$ cat src/rtl/bitcond_unit.sv
module bitcond_unit #(
  parameter int WIDTH = 32
) (
  input  logic             clk,
  input  logic             rst_n,
  input  logic             op_valid,
  input  logic [3:0]       op_code,
  input  logic [WIDTH-1:0] tgt_val,
  input  logic [WIDTH-1:0] src_val,
  output logic [WIDTH-1:0] res_data,
  output logic             res_we,
  output logic             cond_flag
);
  localparam int IDXW = $clog2(WIDTH);
  localparam logic [3:0] OP_SET = 4'd0, OP_CLR = 4'd1, OP_GET = 4'd2, OP_PUT = 4'd3,
                         OP_TZ  = 4'd4, OP_TNZ = 4'd5, OP_TC  = 4'd6, OP_TNC = 4'd7;

  logic [IDXW-1:0]  bit_idx;
  logic [WIDTH-1:0] bit_mask;
  logic             do_or, do_clr, cond_load, cond_next;

  assign bit_idx  = src_val[IDXW-1:0];
  assign bit_mask = {{(WIDTH-1){1'b0}}, 1'b1} << bit_idx;

  assign do_or  = op_valid & ((op_code == OP_SET) | ((op_code == OP_PUT) & cond_flag));
  assign do_clr = op_valid & (op_code == OP_CLR);

  assign res_we   = do_or | do_clr;
  assign res_data = do_or ? (tgt_val | bit_mask) : do_clr ? (tgt_val & ~bit_mask) : tgt_val;

  always_comb begin
    cond_load = op_valid;
    cond_next = cond_flag;
    case (op_code)
      OP_GET:  cond_next = tgt_val[bit_idx];
      OP_TZ:   cond_next = (tgt_val == '0);
      OP_TNZ:  cond_next = (tgt_val != '0);
      OP_TC:   cond_next = (src_val > tgt_val);
      OP_TNC:  cond_next = (src_val <= tgt_val);
      default: cond_load = 1'b0;
    endcase
  end

  always_ff @(posedge clk or negedge rst_n) begin
    if (!rst_n)         cond_flag <= 1'b0;
    else if (cond_load) cond_flag <= cond_next;
  end

  a_r1_reset_clear: assert property (@(posedge clk) !rst_n |=> !cond_flag);

  a_r2_set_bit: assert property (@(posedge clk) disable iff (!rst_n)
    (op_valid && op_code == OP_SET) |-> (res_we && res_data[bit_idx] && ((res_data & tgt_val) == tgt_val)));

  a_r3_clear_bit: assert property (@(posedge clk) disable iff (!rst_n)
    (op_valid && op_code == OP_CLR) |-> (res_we && !res_data[bit_idx] && ((res_data | tgt_val) == tgt_val)));

  a_r4_get_loads: assert property (@(posedge clk) disable iff (!rst_n)
    (op_valid && op_code == OP_GET) |=> (cond_flag == $past(tgt_val[src_val[IDXW-1:0]])));

  a_r5_put_false: assert property (@(posedge clk) disable iff (!rst_n)
    (op_valid && op_code == OP_PUT && !cond_flag) |-> (!res_we && res_data == tgt_val));

  a_r6_zero_test: assert property (@(posedge clk) disable iff (!rst_n)
    (op_valid && op_code == OP_TZ) |=> (cond_flag == ($past(tgt_val) == '0)));

  a_r7_carry_test: assert property (@(posedge clk) disable iff (!rst_n)
    (op_valid && op_code == OP_TC) |=> (cond_flag == ($past(src_val) > $past(tgt_val))));

  a_r9_cond_hold: assert property (@(posedge clk) disable iff (!rst_n)
    (!op_valid || op_code == OP_SET || op_code == OP_CLR || op_code == OP_PUT || op_code[3])
      |=> $stable(cond_flag));

  a_r10_no_write: assert property (@(posedge clk) disable iff (!rst_n)
    (!op_valid || op_code[3]) |-> (!res_we && res_data == tgt_val));
endmodule

$ cat config.mk
export PLATFORM = sky130hd
export DESIGN_NAME = bitcond_unit
export DESIGN_NICKNAME = d
export VERILOG_FILES = /design/src/rtl/bitcond_unit.sv
export SDC_FILE = /design/constraint.sdc
export NUM_CORES = 1
export LEC_CHECK = 0
export BUFFER_PORTS_ARGS = -buffer_cell sky130_fd_sc_hd__buf_2
export CORE_MARGIN = 1.5
export CORE_UTILIZATION = 49
export CTS_CLUSTER_DIAMETER = 120
export CTS_CLUSTER_SIZE = 8
export DETAILED_ROUTE_END_ITERATION = 10
export PLACE_DENSITY = 0.95
export SYNTH_ARGS = -nofsm -noshare
export SYNTH_HDL_FRONTEND = slang
export SYNTH_SLANG_ARGS = --single-unit
$ cat constraint.sdc
create_clock -name clk -period 2.2 [get_ports clk]
set_input_delay 0.22 -clock clk [delete_from_list [all_inputs] [get_ports clk]]
set_output_delay 0.22 -clock clk [all_outputs]
set_load 0.02 [all_outputs]
==> flow_summary.ini, run 1 <==
[timing]
hold_viol = 0
period_share_pct = 99.8
setup_viol = 0
fin_worst_skew_ns = 0
clock.fmax_ghz = 0.456
max_slew_margin_pct = 66.0
worst_pin_slew_ns = 0.506
slew_violations = 0
period_minus_slack_ns = 2.19

[critical_path]
worstSetupPathType = input port to register
path_buf_inv = 2
r2r_cells = 3
cp_data_arrival_time_ns = 2.07
cp_slowest_stage_delay_ns = 0.60
cp_num_cells = 9
end_kind = register
r2r_setup_slack_ns = 1.24
r2r-start = cond_flag
rr_endpoint = cond_flag
cp_cell_sequence = buf_2 > inv_1 > ha_1 > nand4_1 > or4_4 > o21ai_2 > a31oi_1 > a21o_1 > a211o_1
critPathLaunchType = input port
path_max_fanout = 3
slowest_stage = or4_4
cp_data_required_time_ns = 2.08
cp_top_family = simple AND/OR/NAND/NOR gates

[grt]
grt_util_all_layers_pct = 35.7
grt_max_degree = 20
grt_pass1_wl_mm = 11.8
grt_overflow_total = 0
grt_pass1_vias = 2543
antenna_found_initial = 0

[yosys]
synth_cell_type_count = 36
yosysWarnings = 0
ys_seq_area_share_pct = 1.38
netlist_instances = 263
synth_seq_cells = 1
yosysTopAreaCellShare_pct = 22.1
ys.flop_type = dfrtp_1
post-synth-top-area-cell = ha_1
syn_area_mm2 = 0.00181
synth-edff-count = 0
synth.area.top_cells = ha_1 22%, mux4_2 12%, o21ai_0 11%, inv_1 6.9%, a21oi_1 6.4%
synthArstFlopShare_pct = 100
synthesis.nets = 366
syn-mean-instance-area_um2 = 6.87

[route]
vias_per_cell = 6.60
dr_total_vias = 2836
drc = 0
initialDrtViolationCount = 341
antenna_left = 0
first_pass_iters = 6
wl_per_cell_um = 17.9
wl_mm = 7.69

[placement]
dpl.hpwl_mm = 5.71
io_buffers = 104
gp_congestion = 1.01

[floorplan]
chipWidth_um = 63.7
io_pins = 105
rows = 21
core-area_mm2 = 0.00344
die_h_um = 63.7
dieArea_mm2 = 0.00406
start_util_pct = 52.5

[clock_network]
clock_latency_ns = 0
cts.clk_slew.worst_paths_ns = 0

[finish]
antenna_cells = 0
largest_reg_flops = 1
final_util_pct = 78.0
fin_nets = 489
drive_gt1_share_pct = 41.9
top_register = cond_flag
synthToLayoutAreaGrowth_pct = 48.4
top_regs = cond_flag (1)

[power_and_ir_drop]
p_leak_nw = 1.37
ir_worst_vdd_mv = 0.114
power.density_mw_per_mm2 = 209
power_mw = 0.561

[flow_run]
timing.max_cap.violations = 0

[run_status]
status = finished, final reports clean

[hold_path]
hp-class = input port to async pin
==> worst max-delay path by stage <==
stage	startpoint	end	slack, ns
after CTS	tgt_val[5]	cond_flag	0.001
after global placement	tgt_val[7]	cond_flag	-0.05
final	tgt_val[12]	cond_flag	0.005
after detailed placement	tgt_val[7]	cond_flag	-0.07
after floorplan	src_val[0]	cond_flag	0.002
after global routing	op_code[3]	res_data[22]	-0.11
==> stage by stage <==
step	hold WS, ns	setup slack (ns)	area (um^2)	setup TNS (ns)	cells
floorplan	-0.0756	0.00216	1820	0	263
global placement	-0.00241	-0.0474	2530	-0.0474	428
detailed placement	-0.00161	-0.0693	2530	-0.0693	428
CTS	0.534	0.00104	2590	0	430
global route	0.540	-0.105	2680	-0.152	430
finish	0.533	0.00526	2680	0	430
==> worst reg2reg max path: cells and delay by family (launching register included) <==
family          cells  cell delay (ns)
compound gates      3             0.47
flops               1             0.37
==> kinds of logic (layout without fill, tap and decap cells) <==
kind of cell	count (synthesis)	after routing	share of synthesized area (%)
AO/OA/AOI/OAI	88	88	28.8
AND/OR/NAND/NOR	88	88	25.5
buffers and inverters	43	164	9.14
adder cells (fa/ha/maj)	32	32	22.1
multiplexers	11	11	13.0
flip-flops	1	1	1.38
==> layout make-up <==
| cell class | instances | area (um^2) |
|---|---|---|
| Sequential cell | 1 | 25.0 |
| Multi-Input combinational cell | 219 | 1750 |
| Tap cell | 46 | 57.6 |
| Fill cell | 254 | 758 |
| Timing Repair Buffer | 131 | 729 |
| Inverter | 33 | 124 |
==> Yosys cell counts (all sizes together) (2+ instances only) <==
cell type and count:
clkbuf 8, nand2b 5, nor3 6, o21ai 39, or4 2, nand2 22
mux4 10, nand4 12, buf 2, nand4b 3, nor4 7, ha 32
nand3 8, inv 33, a22o 8, nor2 12, a21oi 23, and3 2
and2 2, nor2b 4, a21o 10
==> timing repair <==
action | 4_1_cts | 5_1_grt
pin swaps | 2 | 12
resized for setup | 7 | 17
gates cloned | 0 | 0
setup endpoints to repair | 1 | 1
hold buffers | 1 | 0
endpoints found under the hold margin | 1 | 0
buffers inserted | 1 | 0
==> per-layer routing <==
metal / track usage [%] / share of wire (%) / vias up
li1: - / - / 1232
met1: 44.4 / 35 / 1241
met2: 60.7 / 46 / 294
met3: 5.81 / 13 / 69
met4: 15.5 / 6.1 / 0
met5: 0 / 0 / -
==> report_power, final <==
part | total (mW) | internal [mW] | switching [mW]
Clock | 0 | 0 | 0
Sequential | 0.0253 | 0.0227 | 0.00265
Combinational | 0.535 | 0.244 | 0.292
Total | 0.561 | 0.266 | 0.294
==> placed cells by master, fill, tap and decap left out, drive strengths merged, types with 6 or more instances in the layout <==
cell / instances
nor4: 7
ha: 32
nor3: 6
inv: 33
a21oi: 23
a22o: 8
nor2: 12
mux4: 10
nand3: 8
o21ai: 39
nand2: 22
buf: 130
nand4: 12
a21o: 10
(Power assumes the default switching activity.)
==> inputs of run 2 (changes only) <==
Settings changed: GPL_TIMING_DRIVEN from default to 0.
==> run 2 against run 1 <==
The run now ends with negative setup slack left; critical path depth is the same; sequential power grew 2%; register-to-register slack lost 0.03 ns; via count shrank 7.3%; first-iteration DRC count shrank 21%; combinational power shrank 7.1%; routed wire length shrank 7.9%; flip-flop and latch count is the same; global-route usage shrank 2.0 points; design area shrank 5.6%; core utilization shrank 4.4 points; critical endpoint unchanged; largest power group unchanged; highest routed layer unchanged.
==> flow_summary.ini, run 2 (synthesis gave the netlist of run 1 again) <==
[run_status]
status = finished with violations
failed_checks = negative setup slack

[route]
initialDrtViolationCount = 268
wl_mm = 7.09
first_pass_iters = 5
dr_total_vias = 2629
wl_per_cell_um = 17.0
vias_per_cell = 6.30
drc = 0
antenna_left = 0

[grt]
grt_pass1_vias = 2422
antenna_found_initial = 0
grt_util_all_layers_pct = 33.7
grt_overflow_total = 0
grt_max_degree = 11
grt_pass1_wl_mm = 11.1

[finish]
synthToLayoutAreaGrowth_pct = 40.1
instances_no_fill = 417
nFillCells = 293
drive_gt1_share_pct = 36.4
final_util_pct = 73.6
antenna_cells = 0
fin_nets = 476
mostFrequentLayoutCell = buf_2
final_cell_mix = 102 x buf_2, 36 x o21ai_0, 32 x inv_1
top_regs = cond_flag (1)
top_register = cond_flag
largest_reg_flops = 1
fin_area_mm2 = 0.00253

[timing]
setup_slack_ns = -0.0588
whs_ns = 0.532
slew_violations = 0
tns_ns = -0.0588
period_minus_slack_ns = 2.26
clock.fmax_ghz = 0.443
period_share_pct = 103
setup_viol = 1
fin_worst_skew_ns = 0
worst_pin_slew_ns = 0.513
rsz0062_at_grt = true
hold_viol = 0
max_slew_margin_pct = 65.5

[floorplan]
dieArea_mm2 = 0.00406
chipWidth_um = 63.7
rows = 21
die_h_um = 63.7
core-area_mm2 = 0.00344
io_pins = 105
start_util_pct = 52.5

[clock_network]
cts.clk_slew.worst_paths_ns = 0
clock_latency_ns = 0

[critical_path]
worstSetupPathType = input port to register
critPathLaunchType = input port
path_max_fanout = 3
cp_data_required_time_ns = 2.07
cp_data_arrival_time_ns = 2.13
end_kind = register

[placement]
io_buffers = 103
dpl.hpwl_mm = 5.48
gp_congestion = 0.976
dp_slack_ns = -0.210
place_inst = 412
dpl_cell_area_mm2 = 0.00239

[power_and_ir_drop]
p_leak_nw = 1.30
ir_worst_vdd_mv = 0.107
power_mw = 0.523
power.density_mw_per_mm2 = 206

[flow_run]
timing.max_cap.violations = 0

[hold_path]
hp-class = input port to async pin
==> run 2: cell types whose count changed in the layout (fill, tap and decap cells not counted), sizes merged <==
cell    before  now
buf        130  110
clkbuf       0    7
==> run 2: area by class of cell <==
type	count	area (um^2)	area share [%]
Buffer	9	58.8	2.32
Sequential cell	1	25.0	0.988
Timing Repair Buffer	109	566	22.3
Multi-Input combinational cell	219	1700	67.2
Tap cell	46	57.6	2.27
Inverter	33	124	4.89
==> run 2: metal layers <==
layer / track usage (%) / wire, um / vias up
li1: - / - / 1206
met1: 43.6 / 2720 / 1195
met2: 59.1 / 3480 / 203
met3: 3.87 / 737 / 25
met4: 9.24 / 154 / 0
met5: 0 / 0 / -
==> run 2: path summary, 6_finish.rpt <==
path,end,slack [ns],cells after the start,from
worst min register to register,cond_flag,0.66,3,cond_flag
worst min-delay path,cond_flag,0.53,2,rst_n
max in group asynchronous,cond_flag,1.58,2,rst_n
min in group clk,cond_flag,0.66,3,cond_flag
worst max-delay path,cond_flag,-0.06,9,tgt_val[12]
worst max register to register,cond_flag,1.21,3,cond_flag
==> run 2: repair_timing <==
action	4_1_cts	5_1_grt
setup endpoints to repair	1	14
hold endpoints to repair	1	0
setup buffers	5	0
hold buffers	1	0
resized for setup	14	8
pin swaps	10	3
==> run 2: worst max-delay path, stage by stage <==
cell,delay [ns]
buf_2,0.11
inv_1,0.07
ha_1,0.29
nand4_1,0.16
nor2_1,0.09
a221o_1,0.35
or3_4,0.39
a21o_1,0.16
a211o_1,0.28
==> run 2: report_power, final <==
group | internal [mW] | total, mW | switching (mW) | leakage [nW]
clock | 0 | 0 | 0 | 0
sequential | 0.0227 | 0.0257 | 0.00299 | 0.0125
combinational | 0.219 | 0.497 | 0.278 | 1.29
total | 0.242 | 0.523 | 0.281 | 1.30
==> inputs of run 3 (changes only) <==
Settings changed: CORE_UTILIZATION 49 to 45, PLACE_DENSITY 0.95 to 0.9.
Clock period 2.2 ns to 2.5 ns, I/O delays scaled along.
==> run 3 against run 2 <==
First-iteration DRC count decreased by 49%; combinational power decreased by 19%; die area grew 8.5%; cell count fell by 0.96%; total power decreased by 19%; sequential share of layout area up 0.062 points; routed wire length down 8.6%; the flow now finishes without violations; register-to-register slack gained 0.33 ns; critical path depth did not move; via count is 5.2% lower.
==> flow_summary.ini, run 3 (synthesis gave the netlist of run 1 again) <==
[grt]
grt_pass1_wl_mm = 9.99
grt_overflow_total = 0
grt_pass1_vias = 2243
grt_util_all_layers_pct = 28.6
antenna_found_initial = 0
grt_max_degree = 19

[timing]
hold_viol = 0
tns_ns = 0
slew_violations = 0
clock.fmax_ghz = 0.412
max_slew_margin_pct = 65.1
fin_worst_skew_ns = 0
setup_viol = 0
period_minus_slack_ns = 2.43
worst_pin_slew_ns = 0.523
period_share_pct = 97.0
rsz0062_at_grt = false
whs_ns = 0.0250

[finish]
top_regs = cond_flag (1)
synthToLayoutAreaGrowth_pct = 31.8
final_cell_mix = 103 x buf_2, 38 x o21ai_0, 33 x inv_1
fin_nets = 470
top_register = cond_flag
instances_no_fill = 413
largest_reg_flops = 1
drive_gt1_share_pct = 31.5
mostFrequentLayoutCell = buf_2
antenna_cells = 0

[power_and_ir_drop]
power_mw = 0.423
ir_worst_vdd_mv = 0.0847
power.density_mw_per_mm2 = 178
p_leak_nw = 1.25

[critical_path]
cp_cell_sequence = buf_2 > inv_1 > ha_1 > a21oi_1 > o21ai_0 > a221o_1 > or3_1 > a21o_1 > a211o_1
worstSetupPathType = input port to register
cp_slowest_stage_delay_ns = 0.40
cp_data_required_time_ns = 2.38
critPathLaunchType = input port
slowest_stage = a221o_1
critPathLaunch = tgt_val[5]
path_max_fanout = 3
r2r-start = cond_flag
end_kind = register
cp_data_arrival_time_ns = 2.30
r2r_setup_slack_ns = 1.54

[floorplan]
io_pins = 105
die_h_um = 66.4
start_util_pct = 47.9
chipWidth_um = 66.4
rows = 22
core-area_mm2 = 0.00377
dieArea_mm2 = 0.00441

[placement]
dpl.hpwl_mm = 5.52
gp_congestion = 0.999
io_buffers = 103
place_inst = 414

[clock_network]
hold_buffers = 0
cts.clk_slew.worst_paths_ns = 0
post_cts_buffers = 0
cts_resized = 0
clock_latency_ns = 0

[run_status]
status = finished, final reports clean

[route]
dr_total_vias = 2491
drc = 0
first_pass_iters = 4
wl_per_cell_um = 15.7
vias_per_cell = 6.03
antenna_left = 0
initialDrtViolationCount = 138
wl_mm = 6.48

[hold_path]
hp-class = input port to async pin

[flow_run]
timing.max_cap.violations = 0
## run 3: final cells by class
type,instances,area [um^2]
plain buffers,9,41.3
fillers,360,1390
inverters,33,124
multi-input cells,219,1620
flip-flops and latches,1,25.0
well taps,48,60.1
repair buffers,103,515
## run 3: layer usage
metal	track usage [%]	part of all wire (%)	up-vias
met3	1.53	9.4	8
met1	38.6	42	1150
li1	-	-	1193
met2	50.4	48	140
met5	0	0	-
met4	5.36	1.1	0
## run 3: report_power, final
part / switching, mW / internal (mW) / leakage [nW]
Combinational: 0.228 / 0.173 / 1.24
Clock: 0 / 0 / 0
Sequential: 0.00286 / 0.0200 / 0.0125
Total: 0.231 / 0.193 / 1.25
## run 3: path summary, 6_finish.rpt
check,end,cells after the start
min reg2reg,cond_flag,3
max,cond_flag,9
min in group clk,cond_flag,3
min,cond_flag,1
max reg2reg,cond_flag,3
max in group asynchronous,cond_flag,1
## run 3: per-stage QoR
stage	utilization, %	setup slack (ns)	cell area [um^2]
final	63.2	0.0749	2380
after floorplan	-	0.0705	1810
after global routing	63.2	0.0331	2380
after CTS	63.1	0.0908	2380
after global placement	63.2	-0.231	2380
after detailed placement	63.2	-0.229	2380
## run 3: worst max-delay path, delay by kind of cell
| kind | cells | cell delay [ns] |
|---|---|---|
| compound gates | 5 | 1.17 |
| simple gates | 1 | 0.40 |
| fa+ha+maj | 1 | 0.31 |
| buf+inv | 2 | 0.17 |
